### src/rtl/rx_fifo_pkg.sv
package rx_fifo_pkg;
  localparam int TRIG_W = 4;

  typedef struct packed {
    logic              fifo_clr;
    logic              empty_inv;
    logic              trig_inv;
    logic [TRIG_W-1:0] trig_lvl;
  } rxf_cfg_t;
endpackage

### src/rtl/rx_fifo_mem.sv
module rx_fifo_mem #(
  parameter int DW    = 8,
  parameter int DEPTH = 128,
  localparam int AW   = $clog2(DEPTH)
) (
  input  logic          clk,
  input  logic          rst,
  input  logic          we,
  input  logic [AW-1:0] waddr,
  input  logic [DW-1:0] wdata,
  input  logic          re,
  input  logic [AW-1:0] raddr,
  output logic [DW-1:0] rdata,
  output logic          rvalid
);
  logic [DW-1:0] mem [DEPTH];

  always_ff @(posedge clk) begin
    if (we) mem[waddr] <= wdata;
    if (re) rdata <= mem[raddr];
  end

  always_ff @(posedge clk) begin
    if (rst) rvalid <= 1'b0;
    else     rvalid <= re;
  end

  AST_RD_VALID: assert property (@(posedge clk) disable iff (rst)
    re |=> rvalid);
endmodule

### src/rtl/rx_fifo_ctrl.sv
module rx_fifo_ctrl #(
  parameter int DEPTH = 128,
  localparam int AW   = $clog2(DEPTH),
  localparam int CW   = $clog2(DEPTH + 1)
) (
  input  logic          clk,
  input  logic          rst,
  input  logic          clr,
  input  logic          wr_en,
  input  logic          rd_en,
  output logic          wr_ok,
  output logic          rd_ok,
  output logic          ovr_evt,
  output logic [AW-1:0] wr_ptr,
  output logic [AW-1:0] rd_ptr,
  output logic [CW-1:0] count,
  output logic [CW-1:0] count_nxt,
  output logic          full,
  output logic          empty
);
  function automatic logic [AW-1:0] bump(input logic [AW-1:0] p);
    return (p == AW'(DEPTH - 1)) ? '0 : p + 1'b1;
  endfunction

  always_comb begin
    full    = (count == CW'(DEPTH));
    empty   = (count == '0);
    wr_ok   = wr_en && !full && !clr;
    rd_ok   = rd_en && !empty && !clr;
    ovr_evt = wr_en && full && !clr;
    if (clr)                count_nxt = '0;
    else if (wr_ok && !rd_ok) count_nxt = count + 1'b1;
    else if (rd_ok && !wr_ok) count_nxt = count - 1'b1;
    else                    count_nxt = count;
  end

  always_ff @(posedge clk) begin
    if (rst || clr) begin
      wr_ptr <= '0;
      rd_ptr <= '0;
      count  <= '0;
    end else begin
      if (wr_ok) wr_ptr <= bump(wr_ptr);
      if (rd_ok) rd_ptr <= bump(rd_ptr);
      count <= count_nxt;
    end
  end

  AST_LEVEL_BOUND: assert property (@(posedge clk) disable iff (rst)
    count <= CW'(DEPTH));
  AST_NO_OVERFLOW: assert property (@(posedge clk) disable iff (rst)
    (full && wr_en && !rd_en && !clr) |=> count == CW'(DEPTH));
  AST_EMPTY_READ: assert property (@(posedge clk) disable iff (rst)
    (empty && rd_en && !wr_en) |=> count == '0);
  AST_CLR_EMPTIES: assert property (@(posedge clk) disable iff (rst)
    clr |=> count == '0);
endmodule

### src/rtl/rx_fifo_irq_gen.sv
module rx_fifo_irq_gen
  import rx_fifo_pkg::*;
#(
  parameter int CW        = 8,
  parameter int TRIG_SHIFT = 3
) (
  input  logic          clk,
  input  logic          rst,
  input  rxf_cfg_t      cfg,
  input  logic [CW-1:0] count,
  input  logic [CW-1:0] count_nxt,
  input  logic          ovr_evt,
  input  logic          ack,
  output logic          irq_trig,
  output logic          irq_empty,
  output logic          irq_ovr
);
  logic [CW-1:0] thresh;
  logic          trig_evt, empty_evt;

  always_comb begin
    thresh = CW'(cfg.trig_lvl) << TRIG_SHIFT;
    if (cfg.fifo_clr)
      trig_evt = 1'b0;
    else if (cfg.trig_inv)
      trig_evt = (count >= thresh) && (count_nxt < thresh);
    else
      trig_evt = (count <= thresh) && (count_nxt > thresh);
    if (cfg.fifo_clr)
      empty_evt = 1'b0;
    else if (cfg.empty_inv)
      empty_evt = (count == '0) && (count_nxt != '0);
    else
      empty_evt = (count != '0) && (count_nxt == '0);
  end

  always_ff @(posedge clk) begin
    if (rst) begin
      irq_trig  <= 1'b0;
      irq_empty <= 1'b0;
      irq_ovr   <= 1'b0;
    end else begin
      irq_trig  <= (irq_trig  && !ack) || trig_evt;
      irq_empty <= (irq_empty && !ack) || empty_evt;
      irq_ovr   <= (irq_ovr   && !ack) || ovr_evt;
    end
  end

  AST_STICKY_TRIG: assert property (@(posedge clk) disable iff (rst)
    (irq_trig && !ack) |=> irq_trig);
  AST_STICKY_EMPTY: assert property (@(posedge clk) disable iff (rst)
    (irq_empty && !ack) |=> irq_empty);
  AST_OVR_SET: assert property (@(posedge clk) disable iff (rst)
    ovr_evt |=> irq_ovr);
endmodule

### src/rtl/rx_fifo_irq.sv
module rx_fifo_irq
  import rx_fifo_pkg::*;
#(
  parameter int DW         = 8,
  parameter int DEPTH      = 128,
  parameter int TRIG_SHIFT = 3,
  localparam int AW        = $clog2(DEPTH),
  localparam int CW        = $clog2(DEPTH + 1)
) (
  input  logic              clk,
  input  logic              rst,
  input  logic              sw_rst,
  input  logic              cfg_we,
  input  logic [TRIG_W-1:0] cfg_trig_lvl,
  input  logic              cfg_trig_inv,
  input  logic              cfg_empty_inv,
  input  logic              cfg_fifo_clr,
  input  logic              wr_en,
  input  logic [DW-1:0]     wr_data,
  input  logic              rd_en,
  output logic [DW-1:0]     rd_data,
  output logic              rd_valid,
  output logic [CW-1:0]     level,
  output logic              full,
  output logic              empty,
  input  logic              irq_ack,
  output logic              irq_trig,
  output logic              irq_empty,
  output logic              irq_ovr
);
  logic          any_rst;
  rxf_cfg_t      cfg;
  logic          wr_ok, rd_ok, ovr_evt;
  logic [AW-1:0] wr_ptr, rd_ptr;
  logic [CW-1:0] count_nxt;

  assign any_rst = rst || sw_rst;

  always_ff @(posedge clk) begin
    if (any_rst)     cfg <= '0;
    else if (cfg_we) cfg <= '{fifo_clr: cfg_fifo_clr, empty_inv: cfg_empty_inv,
                              trig_inv: cfg_trig_inv, trig_lvl: cfg_trig_lvl};
  end

  rx_fifo_ctrl #(.DEPTH(DEPTH)) i_ctrl (
    .clk(clk), .rst(any_rst), .clr(cfg.fifo_clr),
    .wr_en(wr_en), .rd_en(rd_en),
    .wr_ok(wr_ok), .rd_ok(rd_ok), .ovr_evt(ovr_evt),
    .wr_ptr(wr_ptr), .rd_ptr(rd_ptr),
    .count(level), .count_nxt(count_nxt),
    .full(full), .empty(empty)
  );

  rx_fifo_mem #(.DW(DW), .DEPTH(DEPTH)) i_mem (
    .clk(clk), .rst(any_rst),
    .we(wr_ok), .waddr(wr_ptr), .wdata(wr_data),
    .re(rd_ok), .raddr(rd_ptr),
    .rdata(rd_data), .rvalid(rd_valid)
  );

  rx_fifo_irq_gen #(.CW(CW), .TRIG_SHIFT(TRIG_SHIFT)) i_irq (
    .clk(clk), .rst(any_rst), .cfg(cfg),
    .count(level), .count_nxt(count_nxt), .ovr_evt(ovr_evt),
    .ack(irq_ack),
    .irq_trig(irq_trig), .irq_empty(irq_empty), .irq_ovr(irq_ovr)
  );

  AST_SW_RST_CLEARS: assert property (@(posedge clk) disable iff (rst)
    sw_rst |=> (level == '0) && !irq_trig && !irq_empty && !irq_ovr);
endmodule

### config.mk
export PLATFORM = sky130hd
export DESIGN_NAME = rx_fifo_irq
export DESIGN_NICKNAME = d
export VERILOG_FILES = /design/src/rtl/rx_fifo_pkg.sv /design/src/rtl/rx_fifo_mem.sv /design/src/rtl/rx_fifo_ctrl.sv /design/src/rtl/rx_fifo_irq_gen.sv /design/src/rtl/rx_fifo_irq.sv
export SDC_FILE = /design/constraint.sdc
export NUM_CORES = 1
export LEC_CHECK = 0
export BUFFER_PORTS_ARGS = -buffer_cell sky130_fd_sc_hd__buf_2
export CAP_MARGIN = 10
export CELL_PAD_IN_SITES_DETAIL_PLACEMENT = 1
export CELL_PAD_IN_SITES_GLOBAL_PLACEMENT = 1
export CORE_UTILIZATION = 60
export DETAILED_ROUTE_END_ITERATION = 7
export GPL_ROUTABILITY_DRIVEN = 0
export PLACE_DENSITY_LB_ADDON = 0.1
export SLEW_MARGIN = 15
export SYNTH_ARGS = -nofsm -noshare
export SYNTH_HDL_FRONTEND = slang
export SYNTH_SLANG_ARGS = --single-unit
### constraint.sdc
create_clock -name clk -period 7.83 [get_ports clk]
set_clock_uncertainty 0.15 [all_clocks]
set_input_delay 1.566 -clock clk [delete_from_list [all_inputs] [get_ports clk]]
set_output_delay 1.566 -clock clk [all_outputs]
set_load 0.02 [all_outputs]
==> results.json, run 1 <==
{
  "status": "completed",
  "grt_overflow": 0,
  "coreArea_sq_um": 68800,
  "clkTransAtPathRegs_ns": 0.06,
  "cts_tree": "done",
  "fin_crit_ns": 4.51,
  "cp.required_ns": 7.96,
  "slowest_delay_ns": 0.96,
  "die_w_um": 266,
  "drc": 0,
  "hold_buffers": 0,
  "track_usage": 0.304,
  "wl_per_cell_um": 34.9,
  "fin_crit_sh": 0.575,
  "cp_cell_sequence": "inv_1, ha_1, and3b_1, nand2_1, inv_1, nor2_1, nand3_2, nor2_1",
  "clock_tree.buffer_depth": 3,
  "fmax_mhz": 222,
  "htreeDepth": 3,
  "grt_pass1_vias": 20752,
  "worstPathMaxFanout": 16,
  "grt_pass1_wl_um": 150000,
  "setup_tns_ns": 0,
  "cts_buffers": 102,
  "clkSinkCount": 1065,
  "worst_pin_slew_ns": 1.10,
  "drtPass1Iterations": 7,
  "synth_edf_count": 1032,
  "hp-class": "flip-flop to flip-flop",
  "cp.arrival_ns": 4.64,
  "finalWirelength_um": 104000,
  "rsz0062_at_grt": "no",
  "finalNetCount": 1996,
  "maxSlewHeadroom": 0.266,
  "worst-setup-path-type": "flip-flop to flip-flop",
  "rows": 96,
  "final-setup-viol-count": 0,
  "total_power_w": 0.0117,
  "p_per_area_nw_per_um2": 252,
  "drive_gt1_frac": 0.282,
  "synth.top_cell.area_share": 0.740,
  "maxCapViolations": 0,
  "hold_viol": 0,
  "avgViaCountPerCell": 6.74,
  "initial_core_util": 0.608,
  "cp_slowest_cell": "nand3_2",
  "drtIter0Drc": 2451,
  "yosysTopAreaCell": "edfxtp_1",
  "vdd_drop_max_mv": 0.214,
  "synthFlopType": "edfxtp_1",
  "synth_nets": 1935,
  "cts-root-buf": "clkbuf_16",
  "synth_area_sq_um": 41900,
  "synth_seq_cells": 1065,
  "ant_nets": 0,
  "drv_slew": 0,
  "synthArstFlopShare": 0,
  "clkLatencyLatePin_ns": 0.66,
  "yosys_warnings": 0,
  "io_buffers": 43,
  "dieArea_sq_um": 70800,
  "grt_max_degree": 121,
  "synth.avg_cell_area_sq_um": 22.0,
  "postCtsSetupRepairBufs": 0,
  "die_y_um": 266,
  "via_count": 20017,
  "ys_seq_area_frac": 0.756,
  "startpoint_type": "flip-flop",
  "ctsResizeCount": 0,
  "dp_hpwl_um": 62000,
  "crit_path_end_kind": "flip-flop",
  "io_pins": 44,
  "syn2layout_area_growth_pct": 10.6,
  "final_cell_mix": "1032 x edfxtp_1, 336 x mux4_2, 175 x nor2_1",
  "antenna_found_initial": 7,
  "synth_area_leaders": "edfxtp_1 74%, mux4_2 18%, dfxtp_1 1.6%",
  "postSynthCellCount": 1901,
  "synth.distinct_cells": 64,
  "p_leak_nw": 13.9,
  "final_common_cell": "edfxtp_1",
  "diodes": 0
}
==> metal layers <==
metal	vias up	track usage	routed length (um)
li1	8077	-	-
met1	10624	0.454	41700
met2	1121	0.466	49100
met3	185	0.0654	9930
met4	10	0.0825	2790
met5	-	0	66
==> critical path: cells and delay by family, from the launching register on <==
kind	cells	cell delay, ns
fa+ha+maj	1	0.31
buf+inv	2	0.27
flops	1	0.54
simple gates	5	2.84
==> where the power goes <==
group	internal, W	switching (W)
Combinational	0.000160	0.000295
Sequential	0.00626	0.0000200
Clock	0.00287	0.00207
Total	0.00929	0.00239
==> worst paths after layout <==
path | start | end | slack (ns) | depth (start not counted)
hold reg to reg | i_irq.irq_trig$_SDFF_PP0_ | i_irq.irq_trig$_SDFF_PP0_ | 0.36 | 2
hold / removal | i_irq.irq_trig$_SDFF_PP0_ | i_irq.irq_trig$_SDFF_PP0_ | 0.36 | 2
setup / recovery | i_ctrl.count[0]$_SDFF_PP0_ | i_mem.mem[101][2]$_DFFE_PP_ | 3.32 | 8
setup reg to reg | i_ctrl.count[0]$_SDFF_PP0_ | i_mem.mem[101][2]$_DFFE_PP_ | 3.32 | 8
==> cells in the mapped netlist, types with 10 or more instances <==
cell type / count
a21oi_1: 15
buf_1: 10
buf_2: 24
clkbuf_1: 62
dfxtp_1: 33
edfxtp_1: 1032
ha_1: 12
inv_1: 11
mux4_2: 336
nand2_1: 35
nand3_1: 17
nor2_1: 175
nor2b_1: 13
o21ai_0: 10
==> cells by family (layout without fill, tap and decap cells) <==
group                    count (synthesis)  in the layout  share of synthesized area
AO/OA/AOI/OAI                           52             52                    0.00822
XOR/XNOR                                13             13                    0.00272
adder cells (fa/ha/maj)                 12             12                    0.00359
buffers and inverters                  118            255                     0.0132
flip-flops                            1065           1065                      0.756
multiplexers                           353            353                      0.185
AND/OR/NAND/NOR                        288            288                     0.0308
==> metrics by stage <==
stage	hold slack [ns]	instance area, sq um	setup slack, ns	instances	utilization
2_1_floorplan	0.310	41900	3.65	1901	-
3_3_place_gp	0.325	43000	2.89	2789	0.624
3_5_place_dp	0.341	43000	2.76	2789	0.624
4_1_cts	0.357	46300	3.37	2969	0.673
5_1_grt	0.385	46300	3.08	2969	0.673
6_report	0.356	46300	3.32	2969	0.673
==> area by class of cell <==
type                       instances  area [sq um]
multi-input combinational        718          9670
sequential                      1065         31700
tap                              931          1160
timing repair buffer              63           423
clock buffer                     122          2660
inverter                          12          47.5
fill                            5340         22500
clock inverter                    58           669
==> registers in the layout, indices dropped and copies added, names as in the netlist <==
register and cells:
i_mem.rdata 8, i_ctrl.rd_ptr 7, i_ctrl.count 8, i_irq.irq_trig 1
cfg 7, i_mem.mem 1024, i_irq.irq_empty 1, i_irq.irq_ovr 1
i_mem.rvalid 1, i_ctrl.wr_ptr 7
No activity file was read; power rests on OpenSTA's default activity.
==> run 2, diff against run 1 <==
Settings changed: CORE_UTILIZATION 60 to 51.
Clock period 7.83 ns to 3.95 ns, I/O delays scaled along.
==> run 2 against run 1 <==
  * The run now ends with DRC left
  * Register-to-register slack worse by 2.8 ns
  * Flip-flop and latch count did not move
  * Critical path depth rose by 2
  * Global-route usage fell by 5.6 points
  * Wire length is 3.1% lower
  * Non-clock buffer count is 164 higher
  * Critical path type unchanged
  * Highest routed layer unchanged
==> results.json, run 2 (synthesized netlist as in run 1, its figures left out) <==
{
  "htreeDepth": 3,
  "rows": 104,
  "final_common_cell": "edfxtp_1",
  "status": "finished, violations left",
  "maxSlewHeadroom": 0.287,
  "wl_per_cell_um": 30.6,
  "clkTransAtPathRegs_ns": 0.07,
  "io_buffers": 43,
  "vdd_drop_max_mv": 0.420,
  "cts_tree": "done",
  "timing.final.ws_setup_ns": 0.514,
  "drive_gt1_frac": 0.333,
  "die_w_um": 288,
  "worst-path-buf-inv": 3,
  "finalWirelength_um": 100000,
  "drtIter0Drc": 1885,
  "cp_cell_sequence": "inv_1, ha_1, and3b_1, nand2_1, nand2_1, nor2_1, nand3_1, buf_4, nor2_1, buf_4",
  "fmax_mhz": 291,
  "antenna_found_initial": 7,
  "regMostFlops": "i_mem.mem",
  "worst_pin_slew_ns": 1.07,
  "avgViaCountPerCell": 6.10,
  "p_per_area_nw_per_um2": 491,
  "dp_hpwl_um": 62500,
  "whs_path_depth": 3,
  "cts_buffers": 108,
  "pre_cts_ws_ns": 0.218,
  "rr_worst_depth": 10,
  "syn2layout_area_growth_pct": 15.1,
  "grt_max_degree": 86,
  "path_depth": 10,
  "fin_crit_sh": 0.870,
  "worstPathMaxFanout": 12,
  "track_usage": 0.249,
  "r2r_slack_ns": 0.51,
  "maxCapViolations": 0,
  "grt_pass1_vias": 21147,
  "grt_pass1_wl_um": 147000,
  "startpoint_type": "flip-flop",
  "violations": "DRC",
  "drc": 14,
  "cts-root-buf": "clkbuf_16",
  "cp.arrival_ns": 3.64,
  "ant_nets": 0,
  "final-setup-viol-count": 0,
  "clkSinkCount": 1065,
  "hold_buffers": 0,
  "die_y_um": 288,
  "rsz0062_at_grt": "no",
  "crit_path_end_kind": "flip-flop",
  "cp.required_ns": 4.16,
  "clock_tree.buffer_depth": 3,
  "hp-class": "input pin to flip-flop",
  "grt_overflow": 0,
  "postCtsSetupRepairBufs": 0,
  "finalNetCount": 2166,
  "via_count": 19999,
  "clkLatencyLatePin_ns": 0.68,
  "fin_crit_ns": 3.44,
  "drtPass1Iterations": 7,
  "drv_slew": 0,
  "largest_reg_flops": 1024,
  "dp.cells": 3082,
  "p_leak_nw": 15.0,
  "initial_core_util": 0.518,
  "cp_slowest_cell": "dfxtp_1",
  "finalNonFillerCells": 3279,
  "io_pins": 44,
  "hold_viol": 0,
  "slowest_delay_ns": 0.58,
  "coreArea_sq_um": 80800,
  "reg_top3": "i_mem.mem x1024, i_ctrl.count x8, i_mem.rdata x8",
  "setup_tns_ns": 0,
  "dieArea_sq_um": 83200,
  "final_cell_mix": "1032 x edfxtp_1, 336 x mux4_2, 175 x nor2_1",
  "cp_top_family": "simple AND/OR/NAND/NOR gates",
  "ctsResizeCount": 0,
  "worst-setup-path-type": "flip-flop to flip-flop"
}
run 2: cell types whose count changed in the layout (fill, tap and decap cells not counted), sizes merged:
cell	previous run	this run
buf	63	227
clkbuf	122	137
inv	14	18
clkinvlp	6	4
clkinv	36	35
diode	0	1
run 2: worst min-delay path: stages:
cell and delay (ns):
buf_2 0.07, mux2i_1 0.06, nor2_1 0.07
run 2: path summary, 6_finish.rpt:
check | from | endpoint
max | i_ctrl.count[1]$_SDFF_PP0_ | i_mem.mem[59][5]$_DFFE_PP_
min reg2reg | i_irq.irq_trig$_SDFF_PP0_ | i_irq.irq_trig$_SDFF_PP0_
max reg2reg | i_ctrl.count[1]$_SDFF_PP0_ | i_mem.mem[59][5]$_DFFE_PP_
min | cfg_fifo_clr | cfg[6]$_SDFFE_PP0P_
run 2: metal layers:
metal | GRT usage | up-vias | wire (um)
li1 | - | 8442 | -
met1 | 0.364 | 10720 | 42500
met2 | 0.390 | 702 | 48500
met3 | 0.0457 | 131 | 7310
met4 | 0.0659 | 4 | 2160
met5 | 0 | - | 31
run 2: final cells by class:
| class | count | area [sq um] |
|---|---|---|
| Antenna cell | 1 | 2.50 |
| Clock buffer | 137 | 2880 |
| Clock inverter | 59 | 683 |
| Fill cell | 6626 | 32600 |
| Inverter | 12 | 47.5 |
| Multi-Input combinational cell | 718 | 9650 |
| Sequential cell | 1065 | 31700 |
| Tap cell | 1060 | 1330 |
| Timing Repair Buffer | 227 | 1930 |
run 2: power by group:
group | internal [W] | leakage (nW) | switching [W]
Sequential | 0.0124 | 9.55 | 0.0000292
Combinational | 0.000353 | 3.69 | 0.000563
Clock | 0.00606 | 1.72 | 0.00422
run 2: stage by stage:
stage	utilization	hold slack [ns]	power [W]	area (sq um)
3_5_place_dp	0.552	0.344	0.0136	44600
3_3_place_gp	0.552	0.334	0.0136	44600
5_1_grt	0.596	0.209	0.0243	48200
6_report	0.596	0.215	0.0236	48200
4_1_cts	0.596	0.192	0.0238	48200
2_1_floorplan	-	0.310	0.0132	41900
==> run 3, diff against run 2 <==
Settings changed: SYNTH_HIERARCHICAL set to 1.
==> run 3 against run 2 <==
  * The run now ends clean
  * Worst hold slack improved by 0.012 ns
  * Critical path type unchanged
  * Sequential share of layout area increased by 0.13 points
  * Wire length increased by 1.1%
  * Highest routed layer is now met4
  * Worst setup slack got worse by 0.16 ns
  * Via count increased by 1.1%
==> results.json, run 3 <==
{
  "hold_viol": 0,
  "coreArea_sq_um": 80900,
  "drtIter0Drc": 1883,
  "dp_hpwl_um": 63800,
  "ctsResizeCount": 0,
  "vdd_drop_max_mv": 0.419,
  "cts_tree": "done",
  "cp.arrival_ns": 3.81,
  "slowest_delay_ns": 0.58,
  "drc": 0,
  "antenna_found_initial": 5,
  "worstPathMaxFanout": 15,
  "track_usage": 0.251,
  "synth.distinct_cells": 63,
  "cp_slowest_cell": "dfxtp_1",
  "synthArstFlopShare": 0,
  "yosysTopAreaCell": "edfxtp_1",
  "clkTransAtPathRegs_ns": 0.06,
  "io_buffers": 43,
  "avgViaCountPerCell": 6.17,
  "cts-root-buf": "clkbuf_16",
  "initial_core_util": 0.518,
  "yosys_warnings": 6,
  "hp-class": "input pin to flip-flop",
  "synthTopCellsByCount": "1032 x edfxtp_1, 336 x mux4_2, 165 x nor2_1, 47 x clkbuf_1, 33 x dfxtp_1",
  "status": "completed",
  "maxCapViolations": 0,
  "grt_pass1_wl_um": 149000,
  "synth_seq_cells": 1065,
  "clkSinkCount": 1065,
  "p_per_area_nw_per_um2": 485,
  "p_leak_nw": 14.9,
  "total_power_w": 0.0233,
  "worst_hold_startpoint": "irq_ack",
  "r2r_slack_ns": 0.35,
  "grt_pass1_vias": 21208,
  "largest_reg_flops": 1024,
  "finalNetCount": 2167,
  "die_y_um": 289,
  "ys_seq_area_frac": 0.755,
  "min_to": "i_irq/irq_empty$_SDFF_PP0_",
  "finalWirelength_um": 102000,
  "synth_area_sq_um": 41900,
  "synth_area_leaders": "edfxtp_1 74%, mux4_2 18%, dfxtp_1 1.6%",
  "worst_pin_slew_ns": 1.08,
  "drv_slew": 0,
  "cp_top_family": "buffers and inverters",
  "drtPass1Iterations": 5,
  "regArea_sq_um": 31700,
  "fin_crit_ns": 3.60,
  "htreeDepth": 3,
  "io_pins": 44,
  "grt_max_degree": 129,
  "reg_top3": "i_mem/mem x1024, i_ctrl/count x8, i_mem/rdata x8",
  "final_cell_mix": "1032 x edfxtp_1, 336 x mux4_2, 176 x buf_4",
  "die_w_um": 289,
  "cp.required_ns": 4.16,
  "final-setup-viol-count": 0,
  "rr_worst_depth": 9,
  "fin_crit_sh": 0.910,
  "worst-setup-path-type": "flip-flop to flip-flop",
  "clock_tree.buffer_depth": 3,
  "synthFlopType": "edfxtp_1",
  "multi_input_area_sq_um": 9760,
  "fmax_mhz": 278,
  "worst-path-buf-inv": 4,
  "r2r_start": "i_ctrl/count[0]$_SDFF_PP0_",
  "synth_most_common_cell": "edfxtp_1",
  "syn2layout_area_growth_pct": 14.7,
  "synth_edf_count": 1032,
  "setup_tns_ns": 0,
  "whs_path_depth": 2,
  "via_count": 20215,
  "regMostFlops": "i_mem/mem",
  "r2r-end": "i_mem/mem[49][6]$_DFFE_PP_",
  "clkLatencyLatePin_ns": 0.68,
  "startpoint_type": "flip-flop",
  "synth.avg_cell_area_sq_um": 22.1,
  "dieArea_sq_um": 83400,
  "hold_buffers": 0,
  "postCtsSetupRepairBufs": 0,
  "crit_path_frequent_cell": "buf_4",
  "synth.top_cell.area_share": 0.739,
  "grt_overflow": 0,
  "rsz0062_at_grt": "no",
  "drive_gt1_frac": 0.334,
  "cts_buffers": 108,
  "postSynthCellCount": 1893,
  "wl_per_cell_um": 31.0,
  "synth_nets": 1928,
  "rows": 104,
  "final_common_cell": "edfxtp_1",
  "maxSlewHeadroom": 0.279,
  "ant_nets": 0,
  "crit_path_end_kind": "flip-flop",
  "nFillCells": 6738,
  "cp_cell_sequence": "inv_1, ha_1, nor2b_1, a31oi_2, buf_4, nand3_1, buf_4, nor2_1, buf_4"
}
-- run 3: layer usage --
metal / vias up / GRT usage / routed length, um
li1: 8445 / - / -
met1: 10985 / 0.373 / 44200
met2: 668 / 0.404 / 49800
met3: 117 / 0.0323 / 5960
met4: 0 / 0.0521 / 1620
met5: - / 0 / 0
-- run 3: power by group --
group | switching, W | internal [W]
clock network | 0.00414 | 0.00571
registers | 0.0000347 | 0.0124
logic | 0.000616 | 0.000398
-- run 3: cell families (layout without fill, tap and decap cells) --
group,after synthesis,in the layout,share of synthesized area
other,0,2,0
multiplexers,359,359,0.186
buffers and inverters,115,437,0.0124
AND/OR/NAND/NOR,285,285,0.0316
AO/OA/AOI/OAI,42,42,0.00791
flip-flops,1065,1065,0.755
XOR/XNOR,14,14,0.00292
adder cells (fa/ha/maj),13,13,0.00388
-- run 3: worst max-delay path by stage --
stage,startpoint,end,cells after the start
finish,i_ctrl/count[0]$_SDFF_PP0_,i_mem/mem[49][6]$_DFFE_PP_,9
CTS,i_ctrl/count[0]$_SDFF_PP0_,i_mem/mem[49][6]$_DFFE_PP_,9
detailed placement,i_ctrl/count[0]$_SDFF_PP0_,i_mem/mem[49][1]$_DFFE_PP_,9
global route,i_ctrl/count[0]$_SDFF_PP0_,i_mem/mem[49][6]$_DFFE_PP_,9
floorplan,i_ctrl/count[0]$_SDFF_PP0_,i_mem/mem[110][0]$_DFFE_PP_,10
global placement,i_ctrl/count[0]$_SDFF_PP0_,i_mem/mem[57][0]$_DFFE_PP_,9
-- run 3: worst reg2reg max path, cell delays in order (launching register included) --
cell and delay (ns):
dfxtp_1 0.58, inv_1 0.15, ha_1 0.30, nor2b_1 0.19, a31oi_2 0.43, buf_4 0.30, nand3_1 0.44, buf_4 0.37
nor2_1 0.17, buf_4 0.23
-- run 3: area by class of cell --
class	count	area share
Sequential cell	1065	0.658
Multi-Input combinational cell	713	0.203
Clock buffer	140	0.0600
Timing Repair Buffer	230	0.0390
Tap cell	1060	0.0276
Clock inverter	53	0.0108
Inverter	14	0.00109
Antenna cell	2	0.000104
-- run 3: metrics by stage --
step	cell area (sq um)	setup WS, ns	std cells	hold WS [ns]	utilization
floorplan	41900	0.550	1893	0.310	-
global placement	44700	0.507	3082	0.330	0.552
detailed placement	44700	0.432	3082	0.328	0.552
CTS	48100	0.398	3275	0.192	0.594
global route	48100	0.204	3275	0.224	0.594
finish	48100	0.354	3277	0.226	0.594
